## src/rtl/dc_pkg.sv

```systemverilog
`timescale 1ns/1ps
// Shared types for the two-way data cache.
package dc_pkg;
    // Controller phases: idle/lookup, write-back, refill request, refill wait.
    typedef enum logic [1:0] {
        ST_IDLE  = 2'd0,
        ST_EVICT = 2'd1,
        ST_FETCH = 2'd2,
        ST_WAIT  = 2'd3
    } dc_state_e;
endpackage

```

## src/rtl/dc_tag_store.sv

```systemverilog
`timescale 1ns/1ps
// Tag, valid, dirty and replacement state for a two-way cache.
// Lookup and victim choice are combinational on lk_set/lk_tag; all updates
// land on the same set at the clock edge. Assumes exactly two ways.
module dc_tag_store #(
    parameter int SET_W = 4,
    parameter int TAG_W = 9
) (
    input  logic             clk,
    input  logic             rst_n,
    input  logic [SET_W-1:0] lk_set,
    input  logic [TAG_W-1:0] lk_tag,
    output logic             lk_hit,
    output logic             lk_hit_way,
    output logic             vic_way,
    output logic             vic_dirty,
    output logic [TAG_W-1:0] vic_tag,
    input  logic             fill_en,
    input  logic             fill_way,
    input  logic             fill_dirty,
    input  logic             mark_en,
    input  logic             mark_way,
    input  logic             touch_en,
    input  logic             touch_way
);
    localparam int SETS = 1 << SET_W;
    localparam int WAYS = 2;

    logic [WAYS-1:0]  match;
    logic [WAYS-1:0]  way_valid;
    logic [WAYS-1:0]  way_dirty;
    logic [TAG_W-1:0] way_tag [WAYS];
    logic [SETS-1:0]  lru_q;

    generate
        for (genvar w = 0; w < WAYS; w++) begin : g_way
            logic [SETS-1:0]  valid_q;
            logic [SETS-1:0]  dirty_q;
            logic [TAG_W-1:0] tag_q [SETS];

            assign way_valid[w] = valid_q[lk_set];
            assign way_dirty[w] = dirty_q[lk_set];
            assign way_tag[w]   = tag_q[lk_set];
            assign match[w]     = valid_q[lk_set] && (tag_q[lk_set] == lk_tag);

            // Valid and dirty bits: set by a fill, dirtied by a store hit.
            always_ff @(posedge clk) begin
                if (!rst_n) begin
                    valid_q <= '0;
                    dirty_q <= '0;
                end else if (fill_en && (fill_way == 1'(w))) begin
                    valid_q[lk_set] <= 1'b1;
                    dirty_q[lk_set] <= fill_dirty;
                end else if (mark_en && (mark_way == 1'(w))) begin
                    dirty_q[lk_set] <= 1'b1;
                end
            end

            // Tag written on fill only.
            always_ff @(posedge clk) begin
                if (fill_en && (fill_way == 1'(w))) begin
                    tag_q[lk_set] <= lk_tag;
                end
            end
        end
    endgenerate

    // Hit detection and victim selection (invalid way first, else LRU way).
    always_comb begin
        lk_hit     = |match;
        lk_hit_way = match[1];
        if (!way_valid[0]) begin
            vic_way = 1'b0;
        end else if (!way_valid[1]) begin
            vic_way = 1'b1;
        end else begin
            vic_way = lru_q[lk_set];
        end
        vic_dirty = way_valid[vic_way] && way_dirty[vic_way];
        vic_tag   = way_tag[vic_way];
    end

    // Replacement bit: after a touch, it names the way not touched.
    always_ff @(posedge clk) begin
        if (!rst_n) begin
            lru_q <= '0;
        end else if (touch_en) begin
            lru_q[lk_set] <= ~touch_way;
        end
    end
endmodule

```

## src/rtl/dc_data_store.sv

```systemverilog
`timescale 1ns/1ps
// Line data for a two-way cache: one combinational read port and one
// write port sharing the set index. Contents are not reset; the valid bits
// in the tag store guard every use.
module dc_data_store #(
    parameter int SET_W  = 4,
    parameter int LINE_W = 64
) (
    input  logic              clk,
    input  logic [SET_W-1:0]  set_idx,
    input  logic              rd_way,
    output logic [LINE_W-1:0] rd_line,
    input  logic              wr_en,
    input  logic              wr_way,
    input  logic [LINE_W-1:0] wr_line
);
    localparam int SETS = 1 << SET_W;
    localparam int WAYS = 2;

    logic [LINE_W-1:0] way_line [WAYS];

    generate
        for (genvar w = 0; w < WAYS; w++) begin : g_way
            logic [LINE_W-1:0] mem_q [SETS];

            assign way_line[w] = mem_q[set_idx];

            // Line write for this way.
            always_ff @(posedge clk) begin
                if (wr_en && (wr_way == 1'(w))) begin
                    mem_q[set_idx] <= wr_line;
                end
            end
        end
    endgenerate

    assign rd_line = way_line[rd_way];
endmodule

```

## src/rtl/dc_byte_merge.sv

```systemverilog
`timescale 1ns/1ps
// Byte-lane merge: each lane whose enable is set takes the update byte,
// every other lane keeps the base byte. Purely combinational.
module dc_byte_merge #(
    parameter int LINE_BYTES = 8
) (
    input  logic [8*LINE_BYTES-1:0] base,
    input  logic [8*LINE_BYTES-1:0] upd,
    input  logic [LINE_BYTES-1:0]   be,
    output logic [8*LINE_BYTES-1:0] merged
);
    generate
        for (genvar b = 0; b < LINE_BYTES; b++) begin : g_lane
            assign merged[8*b +: 8] = be[b] ? upd[8*b +: 8] : base[8*b +: 8];
        end
    endgenerate
endmodule

```

## src/rtl/wb_dcache2w.sv

```systemverilog
`timescale 1ns/1ps
// Two-way set-associative write-back data cache, one request at a time.
// Lookup happens combinationally in the idle cycle that accepts a request,
// so a hit answers in the next cycle. A miss writes back a dirty victim,
// then requests and waits for the refill, merges store bytes into it and
// answers. Memory handshakes are valid/ready; refill data arrives later
// on mem_rsp_valid. Assumes exactly one outstanding memory read.
module wb_dcache2w
    import dc_pkg::*;
#(
    parameter int ADDR_W     = 16,
    parameter int LINE_BYTES = 8,
    parameter int NUM_SETS   = 16
) (
    input  logic                                   clk,
    input  logic                                   rst_n,
    input  logic                                   cpu_req_valid,
    output logic                                   cpu_req_ready,
    input  logic                                   cpu_req_we,
    input  logic [ADDR_W-$clog2(LINE_BYTES)-1:0]   cpu_req_line,
    input  logic [LINE_BYTES-1:0]                  cpu_req_be,
    input  logic [8*LINE_BYTES-1:0]                cpu_req_wdata,
    output logic                                   cpu_rsp_valid,
    output logic [8*LINE_BYTES-1:0]                cpu_rsp_rdata,
    output logic                                   mem_req_valid,
    input  logic                                   mem_req_ready,
    output logic                                   mem_req_we,
    output logic [ADDR_W-$clog2(LINE_BYTES)-1:0]   mem_req_line,
    output logic [8*LINE_BYTES-1:0]                mem_req_wdata,
    input  logic                                   mem_rsp_valid,
    input  logic [8*LINE_BYTES-1:0]                mem_rsp_rdata
);
    localparam int OFF_W  = $clog2(LINE_BYTES);
    localparam int SET_W  = $clog2(NUM_SETS);
    localparam int LA_W   = ADDR_W - OFF_W;
    localparam int TAG_W  = LA_W - SET_W;
    localparam int LINE_W = 8 * LINE_BYTES;

    dc_state_e         state_q, state_d;
    logic              req_we_q;
    logic [LA_W-1:0]   req_line_q;
    logic [LINE_BYTES-1:0] req_be_q;
    logic [LINE_W-1:0] req_wdata_q;
    logic              vic_way_q;
    logic [TAG_W-1:0]  vic_tag_q;
    logic [LINE_W-1:0] wb_line_q;
    logic              rsp_valid_q;
    logic [LINE_W-1:0] rsp_line_q;

    logic [LA_W-1:0]   lk_line;
    logic [SET_W-1:0]  lk_set;
    logic [TAG_W-1:0]  lk_tag;
    logic              lk_hit, lk_hit_way;
    logic              vic_way, vic_dirty;
    logic [TAG_W-1:0]  vic_tag;
    logic              rd_way;
    logic [LINE_W-1:0] rd_line;
    logic              accept, hit_acc, miss_acc, fill_ev;
    logic [LINE_W-1:0] mrg_base, mrg_upd, merged;
    logic [LINE_BYTES-1:0] mrg_be;
    logic              wr_en, wr_way;

    // Lookup address: live request while idle, latched request otherwise.
    always_comb begin
        lk_line  = (state_q == ST_IDLE) ? cpu_req_line : req_line_q;
        lk_set   = lk_line[SET_W-1:0];
        lk_tag   = lk_line[LA_W-1 -: TAG_W];
        accept   = cpu_req_valid && (state_q == ST_IDLE);
        hit_acc  = accept && lk_hit;
        miss_acc = accept && !lk_hit;
        fill_ev  = (state_q == ST_WAIT) && mem_rsp_valid;
        rd_way   = lk_hit ? lk_hit_way : vic_way;
    end

    // Merge inputs: store over the hit line, or pending store over refill.
    always_comb begin
        if (state_q == ST_WAIT) begin
            mrg_base = mem_rsp_rdata;
            mrg_upd  = req_wdata_q;
            mrg_be   = req_we_q ? req_be_q : '0;
        end else begin
            mrg_base = rd_line;
            mrg_upd  = cpu_req_wdata;
            mrg_be   = cpu_req_we ? cpu_req_be : '0;
        end
        wr_en  = (hit_acc && cpu_req_we) || fill_ev;
        wr_way = fill_ev ? vic_way_q : lk_hit_way;
    end

    dc_tag_store #(
        .SET_W (SET_W),
        .TAG_W (TAG_W)
    ) u_tags (
        .clk        (clk),
        .rst_n      (rst_n),
        .lk_set     (lk_set),
        .lk_tag     (lk_tag),
        .lk_hit     (lk_hit),
        .lk_hit_way (lk_hit_way),
        .vic_way    (vic_way),
        .vic_dirty  (vic_dirty),
        .vic_tag    (vic_tag),
        .fill_en    (fill_ev),
        .fill_way   (vic_way_q),
        .fill_dirty (req_we_q),
        .mark_en    (hit_acc && cpu_req_we),
        .mark_way   (lk_hit_way),
        .touch_en   (hit_acc || fill_ev),
        .touch_way  (wr_way)
    );

    dc_data_store #(
        .SET_W  (SET_W),
        .LINE_W (LINE_W)
    ) u_data (
        .clk     (clk),
        .set_idx (lk_set),
        .rd_way  (rd_way),
        .rd_line (rd_line),
        .wr_en   (wr_en),
        .wr_way  (wr_way),
        .wr_line (merged)
    );

    dc_byte_merge #(
        .LINE_BYTES (LINE_BYTES)
    ) u_merge (
        .base   (mrg_base),
        .upd    (mrg_upd),
        .be     (mrg_be),
        .merged (merged)
    );

    // Next phase of the miss sequence.
    always_comb begin
        state_d = state_q;
        unique case (state_q)
            ST_IDLE:  if (miss_acc) state_d = vic_dirty ? ST_EVICT : ST_FETCH;
            ST_EVICT: if (mem_req_ready) state_d = ST_FETCH;
            ST_FETCH: if (mem_req_ready) state_d = ST_WAIT;
            ST_WAIT:  if (mem_rsp_valid) state_d = ST_IDLE;
            default:  state_d = ST_IDLE;
        endcase
    end

    // Memory request: write-back of the victim, then read of the missing line.
    always_comb begin
        mem_req_valid = (state_q == ST_EVICT) || (state_q == ST_FETCH);
        mem_req_we    = (state_q == ST_EVICT);
        mem_req_line  = (state_q == ST_EVICT) ? {vic_tag_q, req_line_q[SET_W-1:0]}
                                              : req_line_q;
        mem_req_wdata = wb_line_q;
    end

    // Control state and response strobe.
    always_ff @(posedge clk) begin
        if (!rst_n) begin
            state_q     <= ST_IDLE;
            rsp_valid_q <= 1'b0;
        end else begin
            state_q     <= state_d;
            rsp_valid_q <= hit_acc || fill_ev;
        end
    end

    // Request, victim and response data capture.
    always_ff @(posedge clk) begin
        if (hit_acc || fill_ev) begin
            rsp_line_q <= merged;
        end
        if (miss_acc) begin
            req_we_q    <= cpu_req_we;
            req_line_q  <= cpu_req_line;
            req_be_q    <= cpu_req_be;
            req_wdata_q <= cpu_req_wdata;
            vic_way_q   <= vic_way;
            vic_tag_q   <= vic_tag;
            wb_line_q   <= rd_line;
        end
    end

    assign cpu_req_ready = (state_q == ST_IDLE);
    assign cpu_rsp_valid = rsp_valid_q;
    assign cpu_rsp_rdata = rsp_line_q;
endmodule

```

## config.mk

```make
export PLATFORM = sky130hd
export DESIGN_NAME = wb_dcache2w
export DESIGN_NICKNAME = d
export VERILOG_FILES = /design/src/rtl/dc_pkg.sv /design/src/rtl/dc_tag_store.sv /design/src/rtl/dc_data_store.sv /design/src/rtl/dc_byte_merge.sv /design/src/rtl/wb_dcache2w.sv
export SDC_FILE = /design/constraint.sdc
export NUM_CORES = 2
export LEC_CHECK = 0
export CAP_MARGIN = 20
export CELL_PAD_IN_SITES_DETAIL_PLACEMENT = 1
export CELL_PAD_IN_SITES_GLOBAL_PLACEMENT = 2
export CORE_AREA = 8 8 518 520
export DETAILED_ROUTE_END_ITERATION = 8
export DIE_AREA = 0 0 526 528
export DONT_BUFFER_PORTS = 1
export PLACE_DENSITY_LB_ADDON = 0.1
export RECOVER_POWER = 100
export SYNTH_ARGS = -nofsm -noshare
export SYNTH_HDL_FRONTEND = slang
export SYNTH_HIERARCHICAL = 1
export SYNTH_SLANG_ARGS = --single-unit
```

## constraint.sdc

```tcl
create_clock -name clk -period 14.85 [get_ports clk]
set_input_delay 3.7125 -clock clk [delete_from_list [all_inputs] [get_ports clk]]
set_output_delay 3.7125 -clock clk [all_outputs]
set_load 0.02 [all_outputs]
```

==> impl_metrics.toml <==
[cts]
cts.sinks = 2643
h-tree-depth = 5
cts_tree = "built"
postCtsHoldBufs = 0
clkTransAtPathRegs_ps = 50
cts_resized = 0
cts_buffers = 308
cts_root_buf = "clkbuf_16"
post_cts_buffers = 0
cts_buffer_depth = 4
clk_latency_ps = 920

[global_routing]
first_global_vias = 54300
grt_pass1_wl_mm = 423
grt_overflow_total = 0
grt_max_degree = 126
grt.total_usage = 0.213
antenna_found_initial = 26

[hold_path]
worstHoldPathType = "reg -> reg"
min_from = "u_tags/g_way[1].dirty_q[9]"

[finish]
post-route-util = 0.446
drive_above_1_share = 0.205
final_common_cell = "edfxtp_1"
layout_common_cells = "edfxtp_1 (2560), mux2i_1 (487), mux4_2 (361)"
fin_cells = 8945
syn_to_final_growth_pct = 12.5
nets = 5468

[placed_design]
pre_cts_ws_ps = 3250
port_buffers = 0
dpl.hpwl_mm = 170
gp_congestion = 0.738
place_inst = 8418

[synth]
netlist_area_um2 = 103000
synth_ff_type = "edfxtp_1"
synthArstFlopShare = 0
ys_ff_latch = 2643
ys_seq_area_frac = 0.761
avgSynthCellArea_um2 = 20.1
synthCells = 5147
synth_cell_types = 68
synth_edf_count = 2560
yosysWarnings = 6
synthesis.nets = 5306

[power_and_ir_drop]
total_power_mw = 23.3
ir_worst_vdd_mv = 0.209
power.density_nw_per_um2 = 200
p_leak_nw = 37.1

[sta]
fin_skew_ps = 59.2
fmax_mhz = 81.4
period_minus_slack_ps = 12290
rsz0062_at_grt = "no"
fin_ws_ps = 2560
drv_slew = 917
layout_worst_path_cycle_share = 0.828
max-slew-margin-rel = -0.807
worst_pin_slew_ps = 2710
setup_viol = 0
setup_tns_ps = 0
hold_violations = 0

[floorplanning]
die_h_um = 528
coreArea_um2 = 261000
die_area_um2 = 278000
dieWidth_um = 526
pin_count = 300
rows = 188
floorplan.initialDensity = 0.396

[detailed_routing]
wirelength_mm = 304
vias_per_cell = 5.78
wl_met1_mm = 134
drc = 0
routedWlPerCell_um = 33.9
wl_met3_mm = 17.8
top_layer_used = "met5"
firstDrtPassIters = 5
route.met2.wl_mm = 144
antenna_left = 0
vias = 51700
drt_first_iter_violations = 4485

[setup_path]
critPathKind = "in -> reg"
start_kind = "primary input"
worst-endpoint-arrival_ps = 12730
worst-path-max-fanout = 125
rr_startpoint = "state_q[0]"
cp-end-kind = "flip-flop"
critPathRequiredTime_ps = 15290
setup.worst_path.start = "cpu_req_line[0]"

[status]
violations = "capacitance limit, slew limit"
status = "finished with violations"

[run]
cap_violations = 28
## cell families after synthesis
| kind of cell | after synthesis | share of synthesized area |
|---|---|---|
| buf+inv | 322 | 0.0174 |
| compound gates | 586 | 0.0390 |
| fa+ha+maj | 4 | 0.000485 |
| simple gates | 416 | 0.0170 |
| flops | 2643 | 0.761 |
| mux | 1154 | 0.163 |
| xor+xnor | 22 | 0.00194 |
## cells in the mapped netlist (all sizes together), types with 3 or more instances
library cell | count | area (um^2)
and2 | 7 | 43.8
clkbuf | 141 | 537
dfxtp | 83 | 1660
xor2 | 8 | 70.1
o221ai | 33 | 289
nand2 | 84 | 315
nor2 | 266 | 1000
ha | 4 | 50.1
nor2b | 13 | 81.3
a22o | 12 | 105
o211ai | 5 | 37.5
mux2i | 488 | 4900
xnor2 | 14 | 130
mux4 | 372 | 8420
o22ai | 138 | 863
nor4 | 3 | 33.8
nand3 | 9 | 45.0
mux2 | 294 | 3550
or2 | 4 | 25.0
a2111oi | 56 | 490
a21oi | 83 | 415
inv | 10 | 37.5
edfxtp | 2560 | 76900
a211oi | 9 | 67.6
nor3 | 8 | 50.1
a31oi | 35 | 219
a311oi | 16 | 140
nand3b | 3 | 22.5
nand2b | 9 | 56.3
o21ai | 80 | 400
a22oi | 72 | 541
a221oi | 39 | 378
buf | 170 | 1220
## layer usage
layer  track usage  vias up
li1              -    21500
met1         0.294    28400
met2         0.346     1418
met3        0.0434      400
met4        0.0587        8
met5             0        -
## worst max-delay path: stages
cell and delay (ps):
mux2_8 490, clkbuf_1 1950, buf_12 710, mux2_1 310, o22ai_1 90, a221oi_1 460
xnor2_1 180, a31oi_1 120, a21oi_1 140, a41o_1 350, nand3_1 210, o21ai_0 970
nand3_1 550, nor2_1 290, clkbuf_1 1940
## stage by stage
step                hold WS [ps]  instance area, um^2
detailed placement           456               108000
floorplan                    431               103000
global route                 494               116000
finish                       467               116000
global placement             441               107000
CTS                          468               117000
## power by group
group	switching [mW]	total, mW	internal [mW]	leakage, nW
Sequential	0.225	10.2	10.0	23.8
Clock	2.90	6.98	4.08	4.42
Combinational	4.15	6.03	1.88	8.89
## registers in the layout, summed over array words and instances, names as in the netlist
register,count
u_tags/g_way.tag_q,288
u_tags/g_way.dirty_q,32
req_we_q,1
u_tags/g_way.valid_q,32
state_q,2
req_wdata_q,64
u_tags/lru_q,16
cpu_rsp_valid,1
req_line_q,13
vic_way_q,1
mem_req_wdata,64
u_data/g_way.mem_q,2048
req_be_q,8
vic_tag_q,9
cpu_rsp_rdata,64
## worst paths after layout
check / end / slack (ps) / depth (start not counted)
min: u_tags/g_way[1].dirty_q[9] / 470 / 2
min reg2reg: u_tags/g_way[1].dirty_q[9] / 470 / 2
max reg2reg: u_data/g_way[1].mem_q[13][31] / 3160 / 18
max: u_data/g_way[1].mem_q[13][31] / 2560 / 15
## area by class of cell
type / count / area (um^2)
fillers: 24000 / 145000
flip-flops and latches: 2643 / 78500
multi-input cells: 2182 / 23000
clock buffers: 398 / 8140
well taps: 3420 / 4280
repair buffers: 163 / 1130
clock inverters: 121 / 942
inverters: 11 / 41.3
diodes: 7 / 17.5
Note: power is estimated with default switching activity, not from simulation.
